===== src/rtl/fir3_pkg.sv =====
package fir3_pkg;
  typedef enum logic [1:0] {
    CUT_NONE     = 2'd0,
    CUT_PRODUCTS = 2'd1,
    CUT_PARTIAL  = 2'd2
  } fir3_cut_e;

  localparam int FIR3_TAPS = 3;

  function automatic int fir3_sum_width(input int dw);
    return 2 * dw + 2;
  endfunction
endpackage


===== src/rtl/fir3_tapline.sv =====
module fir3_tapline #(
  parameter int DW   = 8,
  parameter int TAPS = 3
) (
  input  logic                      clk,
  input  logic                      rst,
  input  logic                      shift_en,
  input  logic [DW-1:0]             din,
  output logic [TAPS-1:0][DW-1:0]   taps
);
  assign taps[0] = din;

  for (genvar i = 1; i < TAPS; i++) begin : g_stage
    logic [DW-1:0] q;
    always_ff @(posedge clk) begin
      if (rst)           q <= '0;
      else if (shift_en) q <= taps[i-1];
    end
    assign taps[i] = q;
  end
endmodule


===== src/rtl/fir3_mults.sv =====
module fir3_mults #(
  parameter int DW     = 8,
  parameter int TAPS   = 3,
  parameter int PW     = 2 * DW + 2,
  parameter bit SIGNED = 1'b1
) (
  input  logic [TAPS-1:0][DW-1:0] taps,
  input  logic [TAPS-1:0][DW-1:0] coefs,
  output logic [TAPS-1:0][PW-1:0] prods
);
  for (genvar i = 0; i < TAPS; i++) begin : g_mul
    logic signed [DW:0]   x_ext;
    logic signed [DW:0]   c_ext;
    logic signed [PW-1:0] p;
    if (SIGNED) begin : g_s
      assign x_ext = {taps[i][DW-1], taps[i]};
      assign c_ext = {coefs[i][DW-1], coefs[i]};
    end else begin : g_u
      assign x_ext = {1'b0, taps[i]};
      assign c_ext = {1'b0, coefs[i]};
    end
    assign p        = PW'(x_ext) * PW'(c_ext);
    assign prods[i] = p;
  end
endmodule


===== src/rtl/fir3_sum.sv =====
module fir3_sum
  import fir3_pkg::*;
#(
  parameter int        PW  = 18,
  parameter fir3_cut_e CUT = CUT_PARTIAL
) (
  input  logic                         clk,
  input  logic                         rst,
  input  logic                         adv,
  input  logic                         vin,
  input  logic [FIR3_TAPS-1:0][PW-1:0] prods,
  output logic [PW-1:0]                res,
  output logic                         vout
);
  if (CUT == CUT_NONE) begin : g_comb
    logic unused_seq;
    assign unused_seq = ^{clk, rst, adv};
    assign res  = prods[0] + prods[1] + prods[2];
    assign vout = vin;
  end else if (CUT == CUT_PRODUCTS) begin : g_prod
    logic [FIR3_TAPS-1:0][PW-1:0] p_q;
    logic                         v_q;
    always_ff @(posedge clk) begin
      if (rst) begin
        p_q <= '0;
        v_q <= 1'b0;
      end else if (adv) begin
        p_q <= prods;
        v_q <= vin;
      end
    end
    assign res  = p_q[0] + p_q[1] + p_q[2];
    assign vout = v_q;
  end else begin : g_part
    logic [FIR3_TAPS-1:0][PW-1:0] p_q;
    logic                         v1_q;
    logic [PW-1:0]                s01_q;
    logic [PW-1:0]                s2_q;
    logic                         v2_q;
    always_ff @(posedge clk) begin
      if (rst) begin
        p_q   <= '0;
        v1_q  <= 1'b0;
        s01_q <= '0;
        s2_q  <= '0;
        v2_q  <= 1'b0;
      end else if (adv) begin
        p_q   <= prods;
        v1_q  <= vin;
        s01_q <= p_q[0] + p_q[1];
        s2_q  <= p_q[2];
        v2_q  <= v1_q;
      end
    end
    assign res  = s01_q + s2_q;
    assign vout = v2_q;
  end
endmodule


===== src/rtl/fir3_pipe.sv =====
module fir3_pipe
  import fir3_pkg::*;
#(
  parameter int        DW     = 8,
  parameter fir3_cut_e CUT    = CUT_PARTIAL,
  parameter bit        SIGNED = 1'b1
) (
  input  logic              clk,
  input  logic              rst,
  input  logic              in_valid,
  output logic              in_ready,
  input  logic [DW-1:0]     in_sample,
  input  logic [DW-1:0]     coef_cur,
  input  logic [DW-1:0]     coef_prev1,
  input  logic [DW-1:0]     coef_prev2,
  output logic              out_valid,
  input  logic              out_ready,
  output logic [2*DW+1:0]   out_result
);
  localparam int SW = fir3_sum_width(DW);

  logic                          take;
  logic [FIR3_TAPS-1:0][DW-1:0]  taps;
  logic [FIR3_TAPS-1:0][DW-1:0]  coefs;
  logic [FIR3_TAPS-1:0][SW-1:0]  prods;

  assign in_ready = out_ready;
  assign take     = in_valid & out_ready;
  assign coefs    = {coef_prev2, coef_prev1, coef_cur};

  fir3_tapline #(.DW(DW), .TAPS(FIR3_TAPS)) u_tapline (
    .clk      (clk),
    .rst      (rst),
    .shift_en (take),
    .din      (in_sample),
    .taps     (taps)
  );

  fir3_mults #(.DW(DW), .TAPS(FIR3_TAPS), .PW(SW), .SIGNED(SIGNED)) u_mults (
    .taps  (taps),
    .coefs (coefs),
    .prods (prods)
  );

  fir3_sum #(.PW(SW), .CUT(CUT)) u_sum (
    .clk   (clk),
    .rst   (rst),
    .adv   (out_ready),
    .vin   (in_valid),
    .prods (prods),
    .res   (out_result),
    .vout  (out_valid)
  );
endmodule


===== config.mk =====
export PLATFORM = sky130hd
export DESIGN_NAME = fir3_pipe
export DESIGN_NICKNAME = d
export VERILOG_FILES = /design/src/rtl/fir3_pkg.sv /design/src/rtl/fir3_tapline.sv /design/src/rtl/fir3_mults.sv /design/src/rtl/fir3_sum.sv /design/src/rtl/fir3_pipe.sv
export SDC_FILE = /design/constraint.sdc
export NUM_CORES = 1
export LEC_CHECK = 0
export BUFFER_PORTS_ARGS = -buffer_cell sky130_fd_sc_hd__buf_2
export CORE_ASPECT_RATIO = 2
export CORE_UTILIZATION = 42
export CTS_BUF_LIST = sky130_fd_sc_hd__clkbuf_16
export CTS_CLUSTER_DIAMETER = 50
export DETAILED_ROUTE_END_ITERATION = 7
export PLACE_DENSITY_LB_ADDON = 0.2
export REMOVE_ABC_BUFFERS = 1
export SLEW_MARGIN = 10
export SYNTH_ARGS = -nofsm -noshare
export SYNTH_HDL_FRONTEND = slang
export SYNTH_HIERARCHICAL = 1
export SYNTH_SLANG_ARGS = --single-unit

===== constraint.sdc =====
create_clock -name clk -period 7.08 [get_ports clk]
set_input_delay 1.416 -clock clk [delete_from_list [all_inputs] [get_ports clk]]
set_output_delay 1.416 -clock clk [all_outputs]
set_load 0.01 [all_outputs]

==> results of run 1 <==
metrics by stage:
| step | instances | setup WS (ns) | cell area [um^2] | hold WS [ns] |
|---|---|---|---|---|
| global placement | 1823 | 1.280 | 13520 | 0.4662 |
| CTS | 1839 | 1.612 | 13820 | 0.4955 |
| global route | 1839 | 1.328 | 13820 | 0.5203 |
| detailed placement | 1823 | 1.222 | 13520 | 0.4774 |
| finish | 1839 | 1.622 | 13820 | 0.4893 |
| floorplan | 1397 | 1.791 | 12750 | 0.4315 |
path summary, 6_finish.rpt:
path	to	slack (ns)	cells past startpoint
min reg2reg	u_sum/g_part.s01_q[7]	0.49	2
min	u_sum/g_part.s01_q[7]	0.49	2
max	u_sum/g_part.p_q[52]	1.62	19
max reg2reg	u_sum/g_part.p_q[35]	2.28	16
power breakdown:
part	switching, mW	internal (mW)	leakage (nW)	total [mW]
clock network	0.265	0.250	0.148	0.515
registers	0.0714	0.693	0.883	0.764
logic	0.919	0.717	5.84	1.64
total	1.25	1.66	6.87	2.92
cell usage after synthesis (all sizes together), types with 2 or more instances:
| cell | instances | area [um^2] |
|---|---|---|
| clkbuf | 8 | 30.03 |
| o21a | 10 | 75.07 |
| or2 | 3 | 18.77 |
| dfxtp | 108 | 2162 |
| o31a | 2 | 17.52 |
| a21o | 13 | 97.59 |
| a221oi | 2 | 17.52 |
| o211ai | 6 | 50.05 |
| nand4 | 9 | 56.30 |
| nand2b | 15 | 93.84 |
| xor2 | 17 | 148.9 |
| o311ai | 5 | 43.80 |
| a211oi | 5 | 37.54 |
| nand2 | 75 | 286.5 |
| nor2 | 125 | 469.2 |
| a21oi | 55 | 290.3 |
| a211o | 2 | 18.77 |
| fa | 167 | 3343 |
| ha | 121 | 1514 |
| nand3 | 10 | 50.05 |
| a32o | 3 | 30.03 |
| or4 | 2 | 18.77 |
| a31oi | 4 | 25.02 |
| and2 | 135 | 844.6 |
| nor4 | 3 | 31.28 |
| xnor2 | 55 | 481.7 |
| nor3 | 7 | 35.03 |
| nand4b | 3 | 26.28 |
| o21bai | 4 | 30.03 |
| or3 | 4 | 25.02 |
| mux2i | 97 | 970.9 |
| o21ai | 27 | 135.1 |
| inv | 258 | 968.4 |
| nor2b | 28 | 175.2 |
| a311o | 2 | 20.02 |
| mux2 | 3 | 33.78 |
| buf | 32 | 209.0 |
sequential cells by signal, summed over array words and instances, names as in the netlist:
register / count
u_tapline/g_stage.q: 16
u_sum/g_part.p_q: 54
u_sum/g_part.v1_q: 1
u_sum/vout: 1
u_sum/g_part.s01_q: 18
u_sum/g_part.s2_q: 18
per-layer routing:
metal  wire [um]  track usage, %  vias up
met5           0               0        -
met2       18260           42.07      126
met1       10620           19.32     4661
li1            -               -     4607
met3         451           1.979       51
met4        1175           9.294        0
cell usage in the layout, fill, tap and decap left out, types with 13 or more instances in the layout:
cell | synthesis | routed
sky130_fd_sc_hd__nor2b_1 | 28 | 28
sky130_fd_sc_hd__and2_1 | 135 | 135
sky130_fd_sc_hd__ha_1 | 121 | 121
sky130_fd_sc_hd__nand2b_1 | 15 | 15
sky130_fd_sc_hd__a21o_1 | 13 | 13
sky130_fd_sc_hd__nand2_1 | 73 | 73
sky130_fd_sc_hd__fa_1 | 167 | 167
sky130_fd_sc_hd__a21oi_1 | 51 | 51
sky130_fd_sc_hd__dfxtp_1 | 108 | 108
sky130_fd_sc_hd__mux2i_1 | 97 | 97
sky130_fd_sc_hd__inv_1 | 258 | 258
sky130_fd_sc_hd__xnor2_1 | 55 | 55
sky130_fd_sc_hd__xor2_1 | 17 | 17
sky130_fd_sc_hd__nor2_1 | 125 | 125
sky130_fd_sc_hd__buf_2 | 4 | 53
sky130_fd_sc_hd__o21ai_0 | 24 | 24
tightest hold or removal path, delay by kind of cell, from the launching register on:
family / cells / cell delay, ns
AO/OA/AOI/OAI: 1 / 0.06
AND/OR/NAND/NOR: 1 / 0.05
flip-flops: 1 / 0.33
layout make-up:
type | count | area [um^2]
multi-input combinational | 1031 | 9623
tap | 368 | 460.4
sequential | 108 | 2162
inverter | 258 | 968.4
clock buffer | 9 | 225.2
timing repair buffer | 58 | 302.8
clock inverter | 7 | 78.83
fill | 3045 | 16470
kinds of logic (layout without fill, tap and decap cells):
family                     after synthesis  count (layout)  synth area share [%]
xor gates and xnor gates                72              72                 4.854
and+or+nand+nor                        424             424                 16.74
AOI/OAI and AO/OA                      147             147                 7.358
buffers and inverters                  298             332                 9.293
muxes                                  100             100                 7.733
adders and majority gates              288             288                 37.38
DFF                                    108             108                 16.64
==> flow_summary_export.csv, run 1 <==
group,metric,value,unit
outcome,run_status,"complete, no violations",
timing,fin_crit_sh,77.09,%
setup_path,cp-end-kind,"flip-flop",
final_layout,layout_cells_sized_above_1,6.254,%
timing,grt_setup_unrepaired,"false",
synth,syn_inst,1437,
hold_path,hold_start,"u_sum/g_part.s01_q[7]",
setup_path,crit_buf_inv,5,
timing,transition_time_at_the_pin_with_the_least_slew_margin,1.015,ns
setup_path,startpoint_type,"input pin",
timing,final_period_minus_worst_setup_slack,5.458,ns
clocking,htreeDepth,3,
timing,final.setup_skew,0.01103,ns
setup_path,reg2reg_launch_point,"u_tapline/g_stage[1].q[7]",
floorplan,die_width,126.4,um
clocking,clock_sink_count,108,
clocking,cts-buffers-inserted,9,
drt,dr.pass1.iters,4,
floorplan,core_region_area,30290,um^2
placement,port-buffer-count,55,
grt,globalRoute.totalOverflow,0,
clocking,number_of_setup_buffers_added_after_cts,0,
drt,detail_route.vias_per_cell,5.136,
timing,clock.fmax,183.2,MHz
timing,hold_viol,0,
synth,synth-seq-area-share,16.64,%
drt,drt_first_iter_violations,305,
final_layout,final_nets,1790,
setup_path,worstSetupStartpoint,"coef_prev2[2]",
synth,yosysWarningCount,6,
setup_path,criticalPathCategory,"in -> reg",
setup_path,cp.arrival,5.77,ns
synth,postSynth.topFlopCell,"sky130_fd_sc_hd__dfxtp_1",
timing,fin_setup_tns,0,ns
pwr,pwr_density_cell,211.0,nW/um^2
pwr,leakagePower,6.875,nW
setup_path,worst_ep_required_time,7.39,ns
final_layout,syn_to_final_growth,6.376,%
grt,total_grt_usage,20.29,%
drt,route.antenna.remaining_nets,0,
placement,place_congestion,0.8718,
grt,grt_pass1_vias,10040,
timing,setup_viol,0,
setup_path,critPathSlowestCell,"sky130_fd_sc_hd__fa_1",
clocking,worst_skew_pair.late_latency,0.38,ns
synth,synth_async_sr_flop_share,0,%
setup_path,worst-path-max-fanout,8,
drt,route.detailed.drc,0,
drt,routed-via-count,9445,
synth,number_of_synthesized_flops_with_an_enable_pin,0,
final_layout,antennaDiodeCount,0,
hold_path,hold_removal_path_class,"reg -> reg",
clocking,ctsHoldBuffers,0,
setup_path,cpPeakStageDelay,0.53,ns
drt,avgRoutedWirePerCell,16.59,um
setup_path,worstPathCellList,"buf_2 > and2_1 > fa_1 > inv_1 > fa_1 > inv_1 > fa_1 > inv_1 > fa_1 > inv_1 > ha_1 > a21oi_1 > nor2b_1 > a311o_1 > a21oi_1 > o21ai_1 > xnor2_1 > mux2i_1 > nor2_1",
clocking,clk_transition_reported_paths,0.08,ns
final_layout,final_core_util,45.63,%
setup_path,path_delay_family,"adder cells",
placement,detailedPlacementHpwl,25.84,mm
clocking,cts_resizes,0,
clocking,ctsLongestPathBuffers,2,
synth,synth_area_per_cell,9.041,um^2
job,max-cap-violations,0,
floorplan,num_rows,90,
floorplan,die_y,250.7,um
pwr,total_power,2.916,mW
grt,grt_max_degree,69,
grt,grt_first_pass_wirelength,49.74,mm
floorplan,design.die.area,31680,um^2
synth,post_synth_instance_area,12990,um^2
floorplan,number_of_top_level_pins,56,
grt,antenna_found_initial,0,
drt,wirelength,30.51,mm
pwr,power.ir.vdd_worst,0.1922,mV
synth,seq_cells_post_synth,108,
clocking,tritoncts,"done",
synth,ys_types,61,
timing,max_slew_margin,32.33,%
timing,timing.final.max_slew_violations,0,
clocking,clock_tree.root_cell,"sky130_fd_sc_hd__clkbuf_16",
floorplan,initial_utilization,42.89,%
Power figures use the tool's default switching activity.
==> run 2: changes to the inputs <==
ABC_AREA = 1   (was not set)
clock period = 5.3 ns   (was 7.08 ns; I/O delays follow)
==> flow_summary_export.csv, run 2 <==
group,metric,value,unit
outcome,run_status,"complete, no violations",
final_layout,n_fill_cell,3612,
drt,dr.pass1.iters,5,
setup_path,worstSetupStartpoint,"coef_cur[7]",
drt,route.antenna.remaining_nets,0,
clocking,cts-buffers-inserted,9,
final_layout,final_cells,2505,
setup_path,cp-end-kind,"flip-flop",
clocking,clk_transition_reported_paths,0.08,ns
setup_path,startpoint_type,"input pin",
grt,grt_max_degree,71,
synth,seq_cells_post_synth,108,
final_layout,largest_register_ffs,54,
setup_path,cp.arrival,5.07,ns
timing,fin_crit_sh,90.43,%
synth,most_frequent_cell_after_synthesis,"sky130_fd_sc_hd__inv_1",
floorplan,design.die.area,34750,um^2
synth,syn_inst,2080,
clocking,tritoncts,"done",
timing,max_slew_margin,32.45,%
floorplan,number_of_top_level_pins,56,
synth,yosys-top-cells-count,"sky130_fd_sc_hd__inv_1, sky130_fd_sc_hd__nand2_1, sky130_fd_sc_hd__nor2_1, sky130_fd_sc_hd__fa_1, sky130_fd_sc_hd__ha_1",
final_layout,mostFrequentLayoutCells,"sky130_fd_sc_hd__inv_1, sky130_fd_sc_hd__nand2_1, sky130_fd_sc_hd__nor2_1, sky130_fd_sc_hd__fa_1, sky130_fd_sc_hd__ha_1",
synth,postSynth.topFlopCell,"sky130_fd_sc_hd__dfxtp_1",
floorplan,core_region_area,33520,um^2
grt,antenna_found_initial,0,
timing,timing.final.max_slew_violations,0,
synth,post_synth_instance_area,14270,um^2
timing,grt_setup_unrepaired,"false",
drt,drt_first_iter_violations,424,
pwr,leakagePower,8.927,nW
drt,detail_route.vias_per_cell,4.783,
grt,total_grt_usage,21.51,%
pwr,netSwitchingPower,2.405,mW
clocking,worst_skew_pair.late_latency,0.37,ns
placement,port-buffer-count,55,
synth,yosysWarningCount,6,
final_layout,antennaDiodeCount,0,
floorplan,die_y,262.6,um
placement,detailedPlacementHpwl,29.32,mm
final_layout,register_with_the_highest_flop_count,"u_sum/g_part.p_q",
floorplan,die_width,132.3,um
setup_path,worst_ep_required_time,5.57,ns
grt,grt_first_pass_wirelength,59.26,mm
grt,globalRoute.totalOverflow,0,
final_layout,final_nets,2388,
pwr,switching_share,48.84,%
drt,wirelength,35.04,mm
placement,place_inst,2489,
clocking,htreeDepth,3,
pwr,total_power,4.925,mW
setup_path,regToRegSetupSlack,0.87,ns
setup_path,crit_path_end,"u_sum/g_part.p_q[14]",
synth,synth_area_per_cell,6.859,um^2
synth,synth_async_sr_flop_share,0,%
drt,routed-via-count,11980,
setup_path,reg2reg_launch_point,"u_tapline/g_stage[2].q[7]",
setup_path,worst-path-max-fanout,8,
final_layout,final_core_util,44.86,%
floorplan,num_rows,95,
timing,fin_setup_tns,0,ns
drt,avgRoutedWirePerCell,13.99,um
grt,grt_pass1_vias,12800,
synth,ys_types,37,
timing,setup_viol,0,
timing,clock.fmax,208.6,MHz
final_layout,layout_cells_sized_above_1,5.897,%
pwr,power.sequential.fraction,21.5,%
setup_path,r2r_cell_count,18,
clocking,clock_tree.root_cell,"sky130_fd_sc_hd__clkbuf_16",
final_layout,layout_commonest_cell,"sky130_fd_sc_hd__inv_1",
setup_path,r2r-end,"u_sum/g_part.p_q[52]",
synth,ys_top_cells_by_area,"sky130_fd_sc_hd__fa_1, sky130_fd_sc_hd__dfxtp_1, sky130_fd_sc_hd__inv_1",
placement,placement.setup.worst_slack,0.1192,ns
placement,place_congestion,0.8964,
pwr,power.combinational.fraction,63.9,%
job,max-cap-violations,0,
synth,synth_largest_type_area_fraction,23.43,%
timing,hold_viol,0,
clocking,ctsLongestPathBuffers,2,
timing,final.setup_skew,0.01558,ns
clocking,cts_resizes,0,
drt,route.detailed.drc,0,
timing,layout_setup_ws,0.5072,ns
synth,synth-seq-area-share,15.16,%
clocking,clock_sink_count,108,
clocking,ctsHoldBuffers,0,
pwr,internal_power,2.519,mW
final_layout,syn_to_final_growth,5.394,%
floorplan,initial_utilization,42.56,%
hold_path,hold_removal_path_class,"reg -> reg",
synth,synth_top_area_cell,"sky130_fd_sc_hd__fa_1",
setup_path,criticalPathCategory,"in -> reg",
timing,transition_time_at_the_pin_with_the_least_slew_margin,1.012,ns
final_layout,largestRegisters,"u_sum/g_part.p_q: 54 flops, u_sum/g_part.s01_q: 18 flops, u_sum/g_part.s2_q: 18 flops",
pwr,power.ir.vdd_worst,0.1671,mV
timing,final_period_minus_worst_setup_slack,4.793,ns
synth,number_of_synthesized_flops_with_an_enable_pin,0,
clocking,number_of_setup_buffers_added_after_cts,0,
pwr,p_clk_share,14.7,%
pwr,pwr_density_cell,327.5,nW/um^2
## run 2: per-layer routing
layer  routed length [um]  share of wire [%]  track usage [%]
met5                    0                  0                0
met4                 1375                3.9            9.475
met3                  557                1.6            1.466
met2                20820                 59            45.99
met1                12290                 35            19.75
## run 2: kinds of logic (layout without fill, tap and decap cells)
kind of cell / Yosys count / in the layout / synth area share, %
AND/OR/NAND/NOR: 850 / 850 / 23.92
buffers and inverters: 599 / 588 / 16.44
adder cells (fa/ha/maj): 288 / 288 / 34.05
AO/OA/AOI/OAI: 180 / 180 / 7.069
flip-flops: 108 / 108 / 15.16
XOR/XNOR: 55 / 55 / 3.377
## run 2: power groups by stage
| stage | registers [mW] | clock network [mW] | logic (mW) |
|---|---|---|---|
| after floorplan | 1.03 | 0 | 2.41 |
| after CTS | 1.06 | 0.746 | 3.19 |
| final | 1.06 | 0.723 | 3.14 |
| after detailed placement | 1.08 | 0 | 3.17 |
| after global placement | 1.08 | 0 | 3.14 |
| after global routing | 1.07 | 0.775 | 3.66 |
## run 2: worst min-delay path by stage
stage                     depth (start not counted)  slack, ns                 start                     to
final                                             2       0.49  u_sum/g_part.p_q[36]   u_sum/g_part.s2_q[0]
after global routing                              2       0.52  u_sum/g_part.p_q[36]   u_sum/g_part.s2_q[0]
after CTS                                         2       0.49  u_sum/g_part.p_q[36]   u_sum/g_part.s2_q[0]
after detailed placement                          2       0.47  u_sum/g_part.p_q[36]   u_sum/g_part.s2_q[0]
after global placement                            2       0.47  u_sum/g_part.p_q[41]   u_sum/g_part.s2_q[5]
after floorplan                                   2       0.45  u_sum/g_part.p_q[53]  u_sum/g_part.s2_q[17]
## run 2: worst max-delay path: stages
cell	delay, ns
sky130_fd_sc_hd__buf_2	0.10
sky130_fd_sc_hd__inv_1	0.12
sky130_fd_sc_hd__or2_2	0.32
sky130_fd_sc_hd__fa_1	0.52
sky130_fd_sc_hd__fa_1	0.55
sky130_fd_sc_hd__inv_1	0.05
sky130_fd_sc_hd__fa_1	0.53
sky130_fd_sc_hd__inv_1	0.06
sky130_fd_sc_hd__fa_1	0.53
sky130_fd_sc_hd__inv_1	0.04
sky130_fd_sc_hd__ha_1	0.35
sky130_fd_sc_hd__a21oi_2	0.19
sky130_fd_sc_hd__nor2_1	0.06
sky130_fd_sc_hd__o21ai_1	0.22
sky130_fd_sc_hd__nand3_1	0.10
sky130_fd_sc_hd__nand2_1	0.07
sky130_fd_sc_hd__nand2_1	0.04
sky130_fd_sc_hd__nor2_1	0.11
sky130_fd_sc_hd__nor2_1	0.06
## run 2: cell type report
cell class	count	area [um^2]	area share [%]
clock buffers	9	225.2	1.498
clock inverters	7	86.33	0.5742
inverters	506	1899	12.63
multi-input cells	1373	9759	64.91
flip-flops and latches	108	2162	14.38
well taps	436	545.5	3.628
repair buffers	66	357.8	2.380
## run 2: through the flow
stage	instance area [um^2]	hold WS [ns]
final	15040	0.4892
after global routing	15040	0.5234
after CTS	15040	0.4930
after detailed placement	14720	0.4701
after global placement	14720	0.4692
after floorplan	13820	0.4495
